### src/rtl/spi_log_pkg.sv
package spi_log_pkg;

    // System clocks in one eighth of a millisecond.
    function automatic int cycles_per_half(input int clk_hz);
        return clk_hz / 8000;
    endfunction

    typedef enum logic [2:0] {
        ST_IDLE,
        ST_WAIT,
        ST_LEAD,
        ST_SETUP,
        ST_HIGH,
        ST_LOW
    } tx_state_t;

    typedef struct packed {
        logic cs_n;
        logic sclk;
        logic mosi;
    } line_set_t;

    localparam line_set_t LINES_QUIET = '{cs_n: 1'b1, sclk: 1'b0, mosi: 1'b0};

endpackage

### src/rtl/spi_half_timer.sv
module spi_half_timer #(
    parameter int HALF_CYC = 6250
) (
    input  logic clk,
    input  logic rst,
    input  logic clr,
    output logic expired
);
    localparam int EFF_HALF = (HALF_CYC < 1) ? 1 : HALF_CYC;
    localparam int CNT_W    = $clog2(EFF_HALF + 1);

    logic [CNT_W-1:0] cnt;

    always_ff @(posedge clk) begin
        if (rst || clr) begin
            cnt <= '0;
        end else begin
            cnt <= cnt + 1'b1;
        end
    end

    assign expired = (cnt == CNT_W'(EFF_HALF - 1));

endmodule

### src/rtl/spi_word_shifter.sv
module spi_word_shifter #(
    parameter int WORD_W = 32
) (
    input  logic              clk,
    input  logic              rst,
    input  logic              capture,
    input  logic [WORD_W-1:0] word_in,
    input  logic              take,
    output logic              head,
    output logic              all_taken
);
    localparam int TAKE_W = $clog2(WORD_W + 1);

    logic [WORD_W-1:0] sh;
    logic [TAKE_W-1:0] taken;

    always_ff @(posedge clk) begin
        if (rst) begin
            sh    <= '0;
            taken <= '0;
        end else if (capture) begin
            sh    <= word_in;
            taken <= '0;
        end else if (take) begin
            sh    <= sh << 1;
            taken <= taken + 1'b1;
        end
    end

    assign head      = sh[WORD_W-1];
    assign all_taken = (taken == TAKE_W'(WORD_W));

endmodule

### src/rtl/spi_log_ctrl.sv
module spi_log_ctrl
    import spi_log_pkg::*;
(
    input  logic      clk,
    input  logic      rst,
    input  logic      load,
    input  logic      req,
    input  logic      tmr_done,
    input  logic      head,
    input  logic      all_taken,
    output logic      accept,
    output logic      take,
    output logic      tmr_clr,
    output line_set_t lines,
    output logic      busy,
    output logic      done
);
    tx_state_t state;
    logic      timed;

    always_comb begin
        accept  = (state == ST_IDLE) && load;
        timed   = (state == ST_LEAD) || (state == ST_HIGH) || (state == ST_LOW);
        tmr_clr = !timed || tmr_done;
        take    = ((state == ST_LEAD) && tmr_done) ||
                  ((state == ST_LOW) && tmr_done && !all_taken);
        busy    = (state != ST_IDLE);
    end

    always_ff @(posedge clk) begin
        if (rst) begin
            state <= ST_IDLE;
            lines <= LINES_QUIET;
            done  <= 1'b0;
        end else begin
            done <= 1'b0;
            case (state)
                ST_IDLE: begin
                    if (load) state <= ST_WAIT;
                end
                ST_WAIT: begin
                    if (req) state <= ST_LEAD;
                end
                ST_LEAD: begin
                    if (tmr_done) begin
                        lines.cs_n <= 1'b0;
                        lines.mosi <= head;
                        state      <= ST_SETUP;
                    end
                end
                ST_SETUP: begin
                    lines.sclk <= 1'b1;
                    state      <= ST_HIGH;
                end
                ST_HIGH: begin
                    if (tmr_done) begin
                        lines.sclk <= 1'b0;
                        state      <= ST_LOW;
                    end
                end
                ST_LOW: begin
                    if (tmr_done) begin
                        if (all_taken) begin
                            lines <= LINES_QUIET;
                            done  <= 1'b1;
                            state <= ST_IDLE;
                        end else begin
                            lines.mosi <= head;
                            state      <= ST_SETUP;
                        end
                    end
                end
                default: state <= ST_IDLE;
            endcase
        end
    end

endmodule

### src/rtl/spi_log_tx.sv
module spi_log_tx
    import spi_log_pkg::*;
#(
    parameter int WORD_W   = 32,
    parameter int HALF_CYC = cycles_per_half(50_000_000)
) (
    input  logic              clk,
    input  logic              rst,
    input  logic              load,
    input  logic [WORD_W-1:0] load_data,
    input  logic              req,
    output logic              cs_n,
    output logic              sclk,
    output logic              mosi,
    output logic              busy,
    output logic              done
);
    logic      accept;
    logic      take;
    logic      tmr_clr;
    logic      tmr_done;
    logic      head;
    logic      all_taken;
    line_set_t lines;

    spi_half_timer #(.HALF_CYC(HALF_CYC)) u_timer (
        .clk     (clk),
        .rst     (rst),
        .clr     (tmr_clr),
        .expired (tmr_done)
    );

    spi_word_shifter #(.WORD_W(WORD_W)) u_shift (
        .clk       (clk),
        .rst       (rst),
        .capture   (accept),
        .word_in   (load_data),
        .take      (take),
        .head      (head),
        .all_taken (all_taken)
    );

    spi_log_ctrl u_ctrl (
        .clk       (clk),
        .rst       (rst),
        .load      (load),
        .req       (req),
        .tmr_done  (tmr_done),
        .head      (head),
        .all_taken (all_taken),
        .accept    (accept),
        .take      (take),
        .tmr_clr   (tmr_clr),
        .lines     (lines),
        .busy      (busy),
        .done      (done)
    );

    assign cs_n = lines.cs_n;
    assign sclk = lines.sclk;
    assign mosi = lines.mosi;

endmodule

### config.mk
export PLATFORM = sky130hd
export DESIGN_NAME = spi_log_tx
export DESIGN_NICKNAME = d
export VERILOG_FILES = /design/src/rtl/spi_log_pkg.sv /design/src/rtl/spi_half_timer.sv /design/src/rtl/spi_word_shifter.sv /design/src/rtl/spi_log_ctrl.sv /design/src/rtl/spi_log_tx.sv
export SDC_FILE = /design/constraint.sdc
export NUM_CORES = 1
export LEC_CHECK = 0
export ABC_AREA = 1
export BUFFER_PORTS_ARGS = -buffer_cell sky130_fd_sc_hd__buf_2
export CAP_MARGIN = 20
export CORE_MARGIN = 2
export CORE_UTILIZATION = 50
export DETAILED_ROUTE_END_ITERATION = 7
export MAX_ROUTING_LAYER = met4
export PLACE_DENSITY = 0.72
export SYNTH_ARGS = -nofsm -noshare
export SYNTH_HDL_FRONTEND = slang
export SYNTH_SLANG_ARGS = --single-unit
### constraint.sdc
create_clock -name clk -period 1.7 [get_ports clk]
set_input_delay 0.34 -clock clk [delete_from_list [all_inputs] [get_ports clk]]
set_output_delay 0.34 -clock clk [all_outputs]
set_load 0.02 [all_outputs]
==> parameters.txt, run 1 <==
Parameter                              Value

Floorplan
  Starting density of the core    0.5135
  Site Rows    29
  Placeable core area    about 6300 um2
  Die ar.    just over 7000 um2
  Die height    84.29 um
  # IOs    41
  Overall die width    roughly 84 um

Power
  Overall power of the completed layout    around 5.0 mW
  Proportion of power drawn by flip-flops and latches    0.348
  Power per unit of standard cell area    roughly 1300 nW/um2
  Power dissipated by switching net loads    1.835 mW
  Switching Share    0.3636
  Combinational group share of total power    0.401
  Power share of the clock group    0.250
  Worst IR drop on VDD    between 0.0008 and 0.0009 V
  Static Leak    between 1.5 and 2 nW
  Internal power    about 3.2 mW

Global route
  Global-route met3 utilization    0.03933
  Global-route wire length before repair    approximately 11 mm
  Met1 layer usage reported by global route    0.2372
  Antenna violations before repair    0
  Global route hottest layer    met2
  Met2 track demand over resource    0.3095
  Overall overflow remaining after global route    0
  Number of global-route vias before repair    about 2700
  Largest net degree at the start of global routing    54
  Overall fraction of global-route tracks in use    0.1945

Yosys
  Syn Nets    between 500 and 600
  Largest area contributor in the synthesized netlist    sky130_fd_sc_hd__dfxtp_1
  Avg Inst Size Synth    ~6.8 um2
  Number of flops mapped to enable cells by yosys    0
  Combined area of all synthesized cells    around 3200 um2
  Async S/R FF share, synth    0
  Number of flip-flops and latches in the synthesized netlist    58
  Main flop type after synthesis    sky130_fd_sc_hd__dfxtp_1
  Biggest area contributors in the synthesized netlist    sky130_fd_sc_hd__dfxtp_1, sky130_fd_sc_hd__nand2_1, sky130_fd_sc_hd__nand3_1
  Proportion of netlist area held by the largest area contributor    0.3602
  Post-synthesis instance total    around 480
  Count of warnings emitted by yosys    0
  Sequential area share after synthesis    0.3602
  Number of library cell types mapped by synthesis    30

STA
  Max frequency    around 630 MHz
  Worst-Margin Slew    347.5 ps
  Number of hold violations in the final report    0
  Tightest slew margin relative to the limit    0.7662
  Final critical path time including I/O delays and setup    1590 ps
  Ratio of final minimum period to clock period    0.9351
  TNS Setup    0 ps
  Setup slack of the critical path after layout    about 110 ps
  Final worst clock skew    ~8.3 ps
  Number of pins with negative max-slew slack in the final report    0
  Setup-violating endpoint count in the final report    0

Placed design
  Placed inst area    around 3500 um2
  Placed wire-length estimate    ~4.4 mm
  Setup slack at placement    between 80 and 90 ps
  Port Buffers    40
  Gp weighted congestion    roughly 0.84

Final layout
  Area of all sequential standard cells    ~1200 um2
  Post-Route Utilization    0.6004
  Area grow syn2layout    16.93%
  Number of filler instances in the final layout    600
  Diodes inserted    0
  Final Cell Area    between 3000 and 4000 um2
  Net count of the finished layout    roughly 560
  Share of final-layout standard cells stronger than drive strength 1    0.2269
  Area taken by multi-input logic gates    between 1500 and 2000 um2

Route
  Wire length per cell    ~11 um
  Via/cell ratio    around 5.0
  Number of DRC markers after the initial detailed-route iteration    64
  Routed WL    approximately 6.6 mm
  First drt pass iteration count    5
  Number of routed nets with antenna violations    0
  Number of DRC violations after detailed routing    0
  Detailed-route via count    2985

Clock tree
  TritonCTS buffer count    9
  Clk root buf    sky130_fd_sc_hd__clkbuf_8
  Number of gates resized after cts    0
  Sinks on Clock Net    between 50 and 60
  Clock tree from TritonCTS    built
  Hold Buf Count CTS    0
  H-tree Lvls    3
  Setup Fix Bufs, Post-CTS    0
  Clock latency on the worst-skew pair    340 ps
  Buffer levels on the longest clock path    2
  Register clock-pin slew on the reported worst setup and hold paths    around 60 ps

Worst setup path
  Kind of start point of the critical path    flop
  Timing startpoint of the critical path    u_timer.cnt[1]
  Startpoint of the worst register-to-register path    u_timer.cnt[1]
  WS Path Type    reg2reg
  Critical Path Fanout Max    16
  Slack of the worst reg-to-reg path    roughly 110 ps
  Reg-to-reg endpoint    u_shift.sh[21]
  Critical Path Sink Type    flop
  Required time at the worst-slack endpoint    about 1900 ps
  Worst endpoint data arrival time    1820 ps
  Number of cells on the worst reg-to-reg path    10

Worst hold path
  Worst min-delay path class    in2reg
  Cell depth of the worst hold path    3
  Hold EP    u_shift.sh[0]
  Hold Startpoint    load_data[0]

Outcome
  Run status    finished clean

Job
  Number of max-cap violations    0
==> routing by layer <==
layer  vias up  share of wire
li1       1591              -
met1      1341           0.48
met2        45           0.47
met3         8          0.036
met5         -              0
met4         0          0.012
==> cell families after synthesis <==
kind of cell	Yosys count	share of synthesized area
flops	58	0.3602
fa+ha+maj	4	0.01553
buf+inv	81	0.1126
xor+xnor	8	0.02174
compound gates	80	0.1378
simple gates	245	0.3521
==> how the worst max path moves through the flow <==
| stage | depth (start not counted) | endpoint |
|---|---|---|
| floorplan | 10 | u_shift.sh[1] |
| global placement | 9 | u_shift.sh[18] |
| detailed placement | 9 | u_shift.sh[18] |
| CTS | 9 | u_shift.sh[21] |
| global route | 10 | u_shift.sh[21] |
| finish | 10 | u_shift.sh[21] |
==> layout by cell type, fill, tap and decap left out, drive strengths merged <==
| cell type | n |
|---|---|
| o21ai | 33 |
| nand2 | 116 |
| bufinv | 1 |
| nand3 | 55 |
| clkbuf | 16 |
| a21oi | 44 |
| xor2 | 3 |
| nand3b | 2 |
| clkinv | 2 |
| nor3b | 2 |
| o22ai | 1 |
| inv | 55 |
| nor2 | 60 |
| xnor2 | 5 |
| nand4 | 1 |
| buf | 51 |
| o211ai | 2 |
| nor4 | 1 |
| ha | 4 |
| nor3 | 8 |
| dfxtp | 58 |
==> worst max-delay path, cell delays in order (launching register included) <==
cell and delay, ps:
sky130_fd_sc_hd__dfxtp_1 320, sky130_fd_sc_hd__inv_1 70, sky130_fd_sc_hd__ha_1 160, sky130_fd_sc_hd__nand2_1 70
sky130_fd_sc_hd__nor2_2 150, sky130_fd_sc_hd__nand3_2 120, sky130_fd_sc_hd__inv_2 90, sky130_fd_sc_hd__nand2_4 110
sky130_fd_sc_hd__clkbuf_16 210, sky130_fd_sc_hd__a21oi_1 140, sky130_fd_sc_hd__nor2_1 60
==> power by group through the flow <==
stage	Combinational (mW)	Clock (mW)	Sequential, mW
finish	2.03	1.26	1.76
global route	2.34	1.36	1.79
CTS	2.04	1.31	1.76
global placement	1.99	0	1.78
detailed placement	2.02	0	1.78
floorplan	1.64	0	1.77
==> per-stage QoR <==
stage | hold WS (ps) | instances
finish | 290.6 | 597
global route | 301.3 | 597
CTS | 271.5 | 595
detailed placement | 462.3 | 579
global placement | 448.9 | 579
floorplan | 433.2 | 476
==> cells in the mapped netlist, types with 3 or more instances <==
cell type                  count
sky130_fd_sc_hd__a21oi_1      34
sky130_fd_sc_hd__a21oi_2      10
sky130_fd_sc_hd__buf_2        15
sky130_fd_sc_hd__xor2_1        3
sky130_fd_sc_hd__nor2_2       12
sky130_fd_sc_hd__nor2_1       48
sky130_fd_sc_hd__inv_2         6
sky130_fd_sc_hd__clkbuf_1      5
sky130_fd_sc_hd__nor3_1        6
sky130_fd_sc_hd__nand3_2      11
sky130_fd_sc_hd__xnor2_1       5
sky130_fd_sc_hd__nand3_1      44
sky130_fd_sc_hd__o21ai_0      32
sky130_fd_sc_hd__nand2_2       3
sky130_fd_sc_hd__inv_1        47
sky130_fd_sc_hd__ha_1          4
sky130_fd_sc_hd__buf_6         5
sky130_fd_sc_hd__nand2_1     112
sky130_fd_sc_hd__dfxtp_1      58
==> cell type report <==
cell class,instances,share of cell area
timing repair buffer,53,0.1016
clock buffer,14,0.04316
inverter,56,0.05710
multi-input combinational,337,0.4548
sequential,58,0.3084
clock inverter,2,0.009296
tap,77,0.02556
==> flip-flops by register name, indices dropped and copies added, names as in the netlist <==
| signal | cells |
|---|---|
| u_ctrl.lines | 3 |
| u_ctrl.done | 1 |
| u_ctrl.state | 3 |
| u_shift.taken | 6 |
| u_timer.cnt | 13 |
| u_shift.sh | 32 |
No activity file was read; power rests on OpenSTA's default activity.
==> run 2, diff against run 1 <==
==> constraint.sdc (replaced) <==
create_clock -name clk -period 1.7 [get_ports clk]
set_input_delay 0.17 -clock clk [delete_from_list [all_inputs] [get_ports clk]]
set_output_delay 0.17 -clock clk [all_outputs]
set_load 0.02 [all_outputs]
==> parameters.txt, run 2 (synthesized netlist as in run 1, its figures left out) <==
Parameter                              Value

Outcome
  Run status    finished clean

Clock tree
  Buffer levels on the longest clock path    2
  Clock latency on the worst-skew pair    about 340 ps
  TritonCTS buffer count    9
  Register clock-pin slew on the reported worst setup and hold paths    approximately 70 ps
  H-tree Lvls    3
  Clock tree from TritonCTS    built
  Setup Fix Bufs, Post-CTS    0
  Clk root buf    sky130_fd_sc_hd__clkbuf_8
  Sinks on Clock Net    58

Route
  Via/cell ratio    5.047
  Number of DRC markers after the initial detailed-route iteration    about 110
  Wire length per cell    between 10 and 15 um
  Number of routed nets with antenna violations    0
  Routed WL    around 7 mm
  First drt pass iteration count    4
  Detailed-route via count    3013
  Number of DRC violations after detailed routing    0

Worst setup path
  Worst endpoint data arrival time    1830 ps
  Required time at the worst-slack endpoint    between 1500 and 2000 ps
  WS Path Type    reg2reg
  Critical Path Sink Type    flop
  Critical Path Fanout Max    15
  Kind of start point of the critical path    flop

Global route
  Number of global-route vias before repair    roughly 2900
  Antenna violations before repair    0
  Largest net degree at the start of global routing    54
  Global-route wire length before repair    11.99 mm
  Overall fraction of global-route tracks in use    0.2093
  Overall overflow remaining after global route    0

Placed design
  Port Buffers    40
  Setup slack at placement    roughly 48 ps
  Placed wire-length estimate    4.390 mm
  Gp weighted congestion    ~0.84

STA
  Final worst clock skew    8.552 ps
  Ratio of final minimum period to clock period    0.9416
  Final critical path time including I/O delays and setup    between 1500 and 2000 ps
  Number of pins with negative max-slew slack in the final report    0
  Worst-Margin Slew    ~380 ps
  Number of hold violations in the final report    0
  TNS Setup    0 ps
  Tightest slew margin relative to the limit    0.7495
  Max frequency    ~620 MHz
  Setup-violating endpoint count in the final report    0
  Setup slack of the critical path after layout    99.23 ps

Power
  Overall power of the completed layout    between 5 and 6 mW
  Worst IR drop on VDD    about 0.00089 V
  Static Leak    between 1.5 and 2 nW
  Power per unit of standard cell area    1434 nW/um2

Final layout
  Share of final-layout standard cells stronger than drive strength 1    0.2327
  Largest Register    u_shift.sh
  Number of filler instances in the final layout    ~580
  Most frequent cells in the layout    sky130_fd_sc_hd__nand2_1, sky130_fd_sc_hd__dfxtp_1, sky130_fd_sc_hd__inv_1
  Most frequent standard cell in the layout excluding fill and tap cells    sky130_fd_sc_hd__nand2_1
  Diodes inserted    0
  Net count of the finished layout    555
  Max reg flops    32
  Regs by FF count    u_shift.sh: 32 flops, u_timer.cnt: 13 flops, u_shift.taken: 6 flops
  Area grow syn2layout    19.84%

Floorplan
  Overall die width    roughly 84 um
  Die height    approximately 84 um
  Starting density of the core    0.5135
  # IOs    between 40 and 50
  Site Rows    29
  Placeable core area    roughly 6300 um2
  Die ar.    between 7000 and 8000 um2

Worst hold path
  Worst min-delay path class    in2reg

Job
  Number of max-cap violations    0
[run 2: cell types whose count changed in the layout (fill, tap and decap cells not counted), sizes merged]
| cell | before | now |
|---|---|---|
| clkbuf | 16 | 13 |
| bufinv | 1 | 4 |
[run 2: cell type report]
class	instances	area [um2]	share of cell area
sequential	58	1162	0.3009
inverter	56	217.7	0.05637
tap	77	96.34	0.02494
clock buffer	11	141.4	0.03661
timing repair buffer	53	382.9	0.09913
clock inverter	5	125.1	0.03239
multi-input combinational	337	1737	0.4496
[run 2: worst max-delay path, stage by stage, from the launching register on]
cell	delay [ps]
sky130_fd_sc_hd__dfxtp_1	350
sky130_fd_sc_hd__inv_1	80
sky130_fd_sc_hd__ha_1	220
sky130_fd_sc_hd__nand4_4	140
sky130_fd_sc_hd__nand2_4	70
sky130_fd_sc_hd__nand2_2	110
sky130_fd_sc_hd__nand2_8	110
sky130_fd_sc_hd__clkbuf_16	200
sky130_fd_sc_hd__a21oi_2	150
sky130_fd_sc_hd__nor2_2	50
[run 2: through the flow]
| stage | instance area (um2) | util | std cells | hold slack [ps] |
|---|---|---|---|---|
| 4_1_cts | 3769 | 0.6004 | 595 | 97.42 |
| 3_3_place_gp | 3502 | 0.5579 | 579 | 448.3 |
| 3_5_place_dp | 3502 | 0.5579 | 579 | 456.8 |
| 2_1_floorplan | 3223 | - | 476 | 317.7 |
| 6_report | 3862 | 0.6153 | 597 | 105.5 |
| 5_1_grt | 3862 | 0.6153 | 597 | 142.3 |
[run 2: path summary, 6_finish.rpt]
| check | startpoint | endpoint | slack [ps] | cells after the start |
|---|---|---|---|---|
| setup / recovery | u_shift.taken[1] | u_shift.sh[8] | 100 | 9 |
| hold / removal | load_data[0] | u_shift.sh[0] | 110 | 3 |
| setup reg to reg | u_shift.taken[1] | u_shift.sh[8] | 100 | 9 |
| hold reg to reg | u_timer.cnt[0] | u_timer.cnt[0] | 450 | 1 |
[run 2: metal layers]
metal	wire length (um)	share of wire	vias to the layer above	global-route usage
met5	0	0	-	-
met4	148	0.021	0	0.08651
met3	245	0.034	13	0.03933
met2	3447	0.48	54	0.3499
met1	3363	0.47	1350	0.2469
li1	-	-	1596	-
[run 2: where the power goes]
part	internal [mW]	switching (mW)
clock	1.16	0.551
combinational	0.808	1.26
sequential	1.65	0.112
total	3.62	1.92
[run 2: what timing repair did]
action                                  CTS  global route
resized for setup                         0            12
hold endpoints to repair                  0             0
hold buffers                              0             0
endpoints found under the setup margin    0            39
==> run 3, diff against run 2 <==
--- a/config.mk
+++ b/config.mk
@@ -9,10 +9,10 @@
 export BUFFER_PORTS_ARGS = -buffer_cell sky130_fd_sc_hd__buf_2
 export CAP_MARGIN = 20
 export CORE_MARGIN = 2
-export CORE_UTILIZATION = 50
+export CORE_UTILIZATION = 58
 export DETAILED_ROUTE_END_ITERATION = 7
 export MAX_ROUTING_LAYER = met4
-export PLACE_DENSITY = 0.72
+export PLACE_DENSITY = 0.82
 export SYNTH_ARGS = -nofsm -noshare
 export SYNTH_HDL_FRONTEND = slang
 export SYNTH_SLANG_ARGS = --single-unit
==> parameters.txt, run 3 (synthesized netlist as in run 1, its figures left out) <==
Parameter                              Value

Outcome
  Run status    finished clean

STA
  TNS Setup    0 ps
  Final worst clock skew    about 7.7 ps
  Worst-Margin Slew    424.3 ps
  Max frequency    614.9 MHz
  Tightest slew margin relative to the limit    0.7145
  Ratio of final minimum period to clock period    0.9567
  Final critical path time including I/O delays and setup    ~1600 ps
  Setup-violating endpoint count in the final report    0
  Number of hold violations in the final report    0
  Number of pins with negative max-slew slack in the final report    0

Worst setup path
  Worst endpoint data arrival time    roughly 1900 ps
  Required time at the worst-slack endpoint    around 1900 ps
  Slack of the worst reg-to-reg path    between 70 and 80 ps
  Startpoint of the worst register-to-register path    u_shift.taken[1]
  Timing startpoint of the critical path    u_shift.taken[1]
  Reg-to-reg endpoint    u_shift.taken[1]
  Kind of start point of the critical path    flop
  WS Path Type    reg2reg
  Critical Path Sink Type    flop
  Crit path to    u_shift.taken[1]
  Number of cells on the worst reg-to-reg path    9
  Critical Path Fanout Max    16

Global route
  Largest net degree at the start of global routing    62
  Overall overflow remaining after global route    0
  Number of global-route vias before repair    between 2000 and 3000
  Global-route wire length before repair    roughly 12 mm
  Antenna violations before repair    0
  Overall fraction of global-route tracks in use    0.2375

Final layout
  Post-Route Utilization    0.6828
  Share of final-layout standard cells stronger than drive strength 1    0.2237
  Area grow syn2layout    15.22%
  Largest Register    u_shift.sh
  Regs by FF count    u_shift.sh: 32 flops, u_timer.cnt: 13 flops, u_shift.taken: 6 flops
  Diodes inserted    0
  Max reg flops    32
  Most frequent standard cell in the layout excluding fill and tap cells    sky130_fd_sc_hd__nand2_1
  Most frequent cells in the layout    sky130_fd_sc_hd__nand2_1, sky130_fd_sc_hd__dfxtp_1, sky130_fd_sc_hd__inv_1, sky130_fd_sc_hd__nor2_1, sky130_fd_sc_hd__nand3_1
  Net count of the finished layout    about 550

Clock tree
  Clock latency on the worst-skew pair    approximately 340 ps
  Register clock-pin slew on the reported worst setup and hold paths    approximately 60 ps
  Setup Fix Bufs, Post-CTS    0
  H-tree Lvls    3
  Clk root buf    sky130_fd_sc_hd__clkbuf_8
  Hold Buf Count CTS    0
  Clock tree from TritonCTS    built
  TritonCTS buffer count    9
  Sinks on Clock Net    58
  Buffer levels on the longest clock path    2

Placed design
  Placed wire-length estimate    about 4.6 mm
  Port Buffers    40
  Gp weighted congestion    a little under 0.9

Power
  Switching Share    0.3796
  Internal power    ~3.0 mW
  Static Leak    about 1.7 nW
  Overall power of the completed layout    about 4.9 mW
  Power dissipated by switching net loads    1.853 mW
  Power per unit of standard cell area    approximately 1300 nW/um2
  Power share of the clock group    0.222
  Combinational group share of total power    0.417
  Worst IR drop on VDD    approximately 0.00078 V
  Proportion of power drawn by flip-flops and latches    0.361

Route
  Number of routed nets with antenna violations    0
  Number of DRC markers after the initial detailed-route iteration    around 230
  First drt pass iteration count    4
  Detailed-route via count    approximately 3100
  Number of DRC violations after detailed routing    0
  Via/cell ratio    around 5.2
  Wire length per cell    about 12 um
  Routed WL    6.835 mm

Floorplan
  # IOs    slightly above 40
  Die height    approximately 79 um
  Starting density of the core    0.5926
  Die ar.    a little over 6000 um2
  Placeable core area    around 5400 um2
  Overall die width    just under 80 um
  Site Rows    27

Worst hold path
  Worst min-delay path class    in2reg

Job
  Number of max-cap violations    0
## run 3: changes by cell type in the layout (fill, tap and decap cells not counted), sizes merged
cell,change
clkinv,-1
bufinv,-4
buf,-3
clkbuf,+2
## run 3: per-stage QoR
step	worst slack [ps]	instances	cell area, um2	hold WS (ps)
after floorplan	218.5	476	3223	317.7
after global placement	135.5	571	3473	445.8
after detailed placement	94.58	571	3473	449.8
after CTS	84.76	584	3632	94.58
after global routing	-40.91	586	3714	116.9
final	73.59	586	3714	102.9
## run 3: worst min path at each step
stage	start	end	slack (ps)	depth (start not counted)
after floorplan	load_data[0]	u_shift.sh[0]	320	2
after global placement	load_data[0]	u_shift.sh[0]	450	3
after detailed placement	load_data[0]	u_shift.sh[0]	450	3
after CTS	load_data[0]	u_shift.sh[0]	90	3
after global routing	load_data[0]	u_shift.sh[0]	120	3
final	load_data[0]	u_shift.sh[0]	100	3
## run 3: power groups by stage
stage          sequential [mW]  combinational [mW]  clock [mW]
6_report                  1.76                2.04        1.08
5_1_grt                   1.78                2.35        1.14
4_1_cts                   1.76                2.03        1.10
3_5_place_dp              1.79                2.01           0
3_3_place_gp              1.78                1.96           0
2_1_floorplan             1.77                1.64           0
## run 3: cell type report
| class | instances | area [um2] |
|---|---|---|
| clock buffer | 13 | 158.9 |
| timing repair buffer | 50 | 360.3 |
| multi-input combinational | 337 | 1728 |
| inverter | 56 | 212.7 |
| fill | 476 | 1725 |
| tap | 72 | 90.09 |
| sequential | 58 | 1164 |
## run 3: routing by layer
metal  wire, um  global-route usage  up-vias  share of wire
met1       3039              0.2633     1398           0.44
met4        124              0.1211        0          0.018
met5          0                   -        -              0
li1           -                   -     1586              -
met2       3340              0.4077       75           0.49
met3        330             0.04368        9          0.048
## run 3: what timing repair did
| item | 4_1_cts | 5_1_grt |
|---|---|---|
| endpoints found under the hold margin | 0 | 0 |
| resized for setup | 0 | 9 |
| setup endpoints to repair | 0 | 34 |
## run 3: critical path, stage by stage, from the launching register on
cell                        delay [ps]
sky130_fd_sc_hd__dfxtp_1           360
sky130_fd_sc_hd__inv_1              90
sky130_fd_sc_hd__ha_1              230
sky130_fd_sc_hd__nand4_4           140
sky130_fd_sc_hd__nand2_4            80
sky130_fd_sc_hd__nand2_2            90
sky130_fd_sc_hd__nand2_4           110
sky130_fd_sc_hd__clkbuf_16         200
sky130_fd_sc_hd__o21ai_0           150
sky130_fd_sc_hd__a21oi_1            60
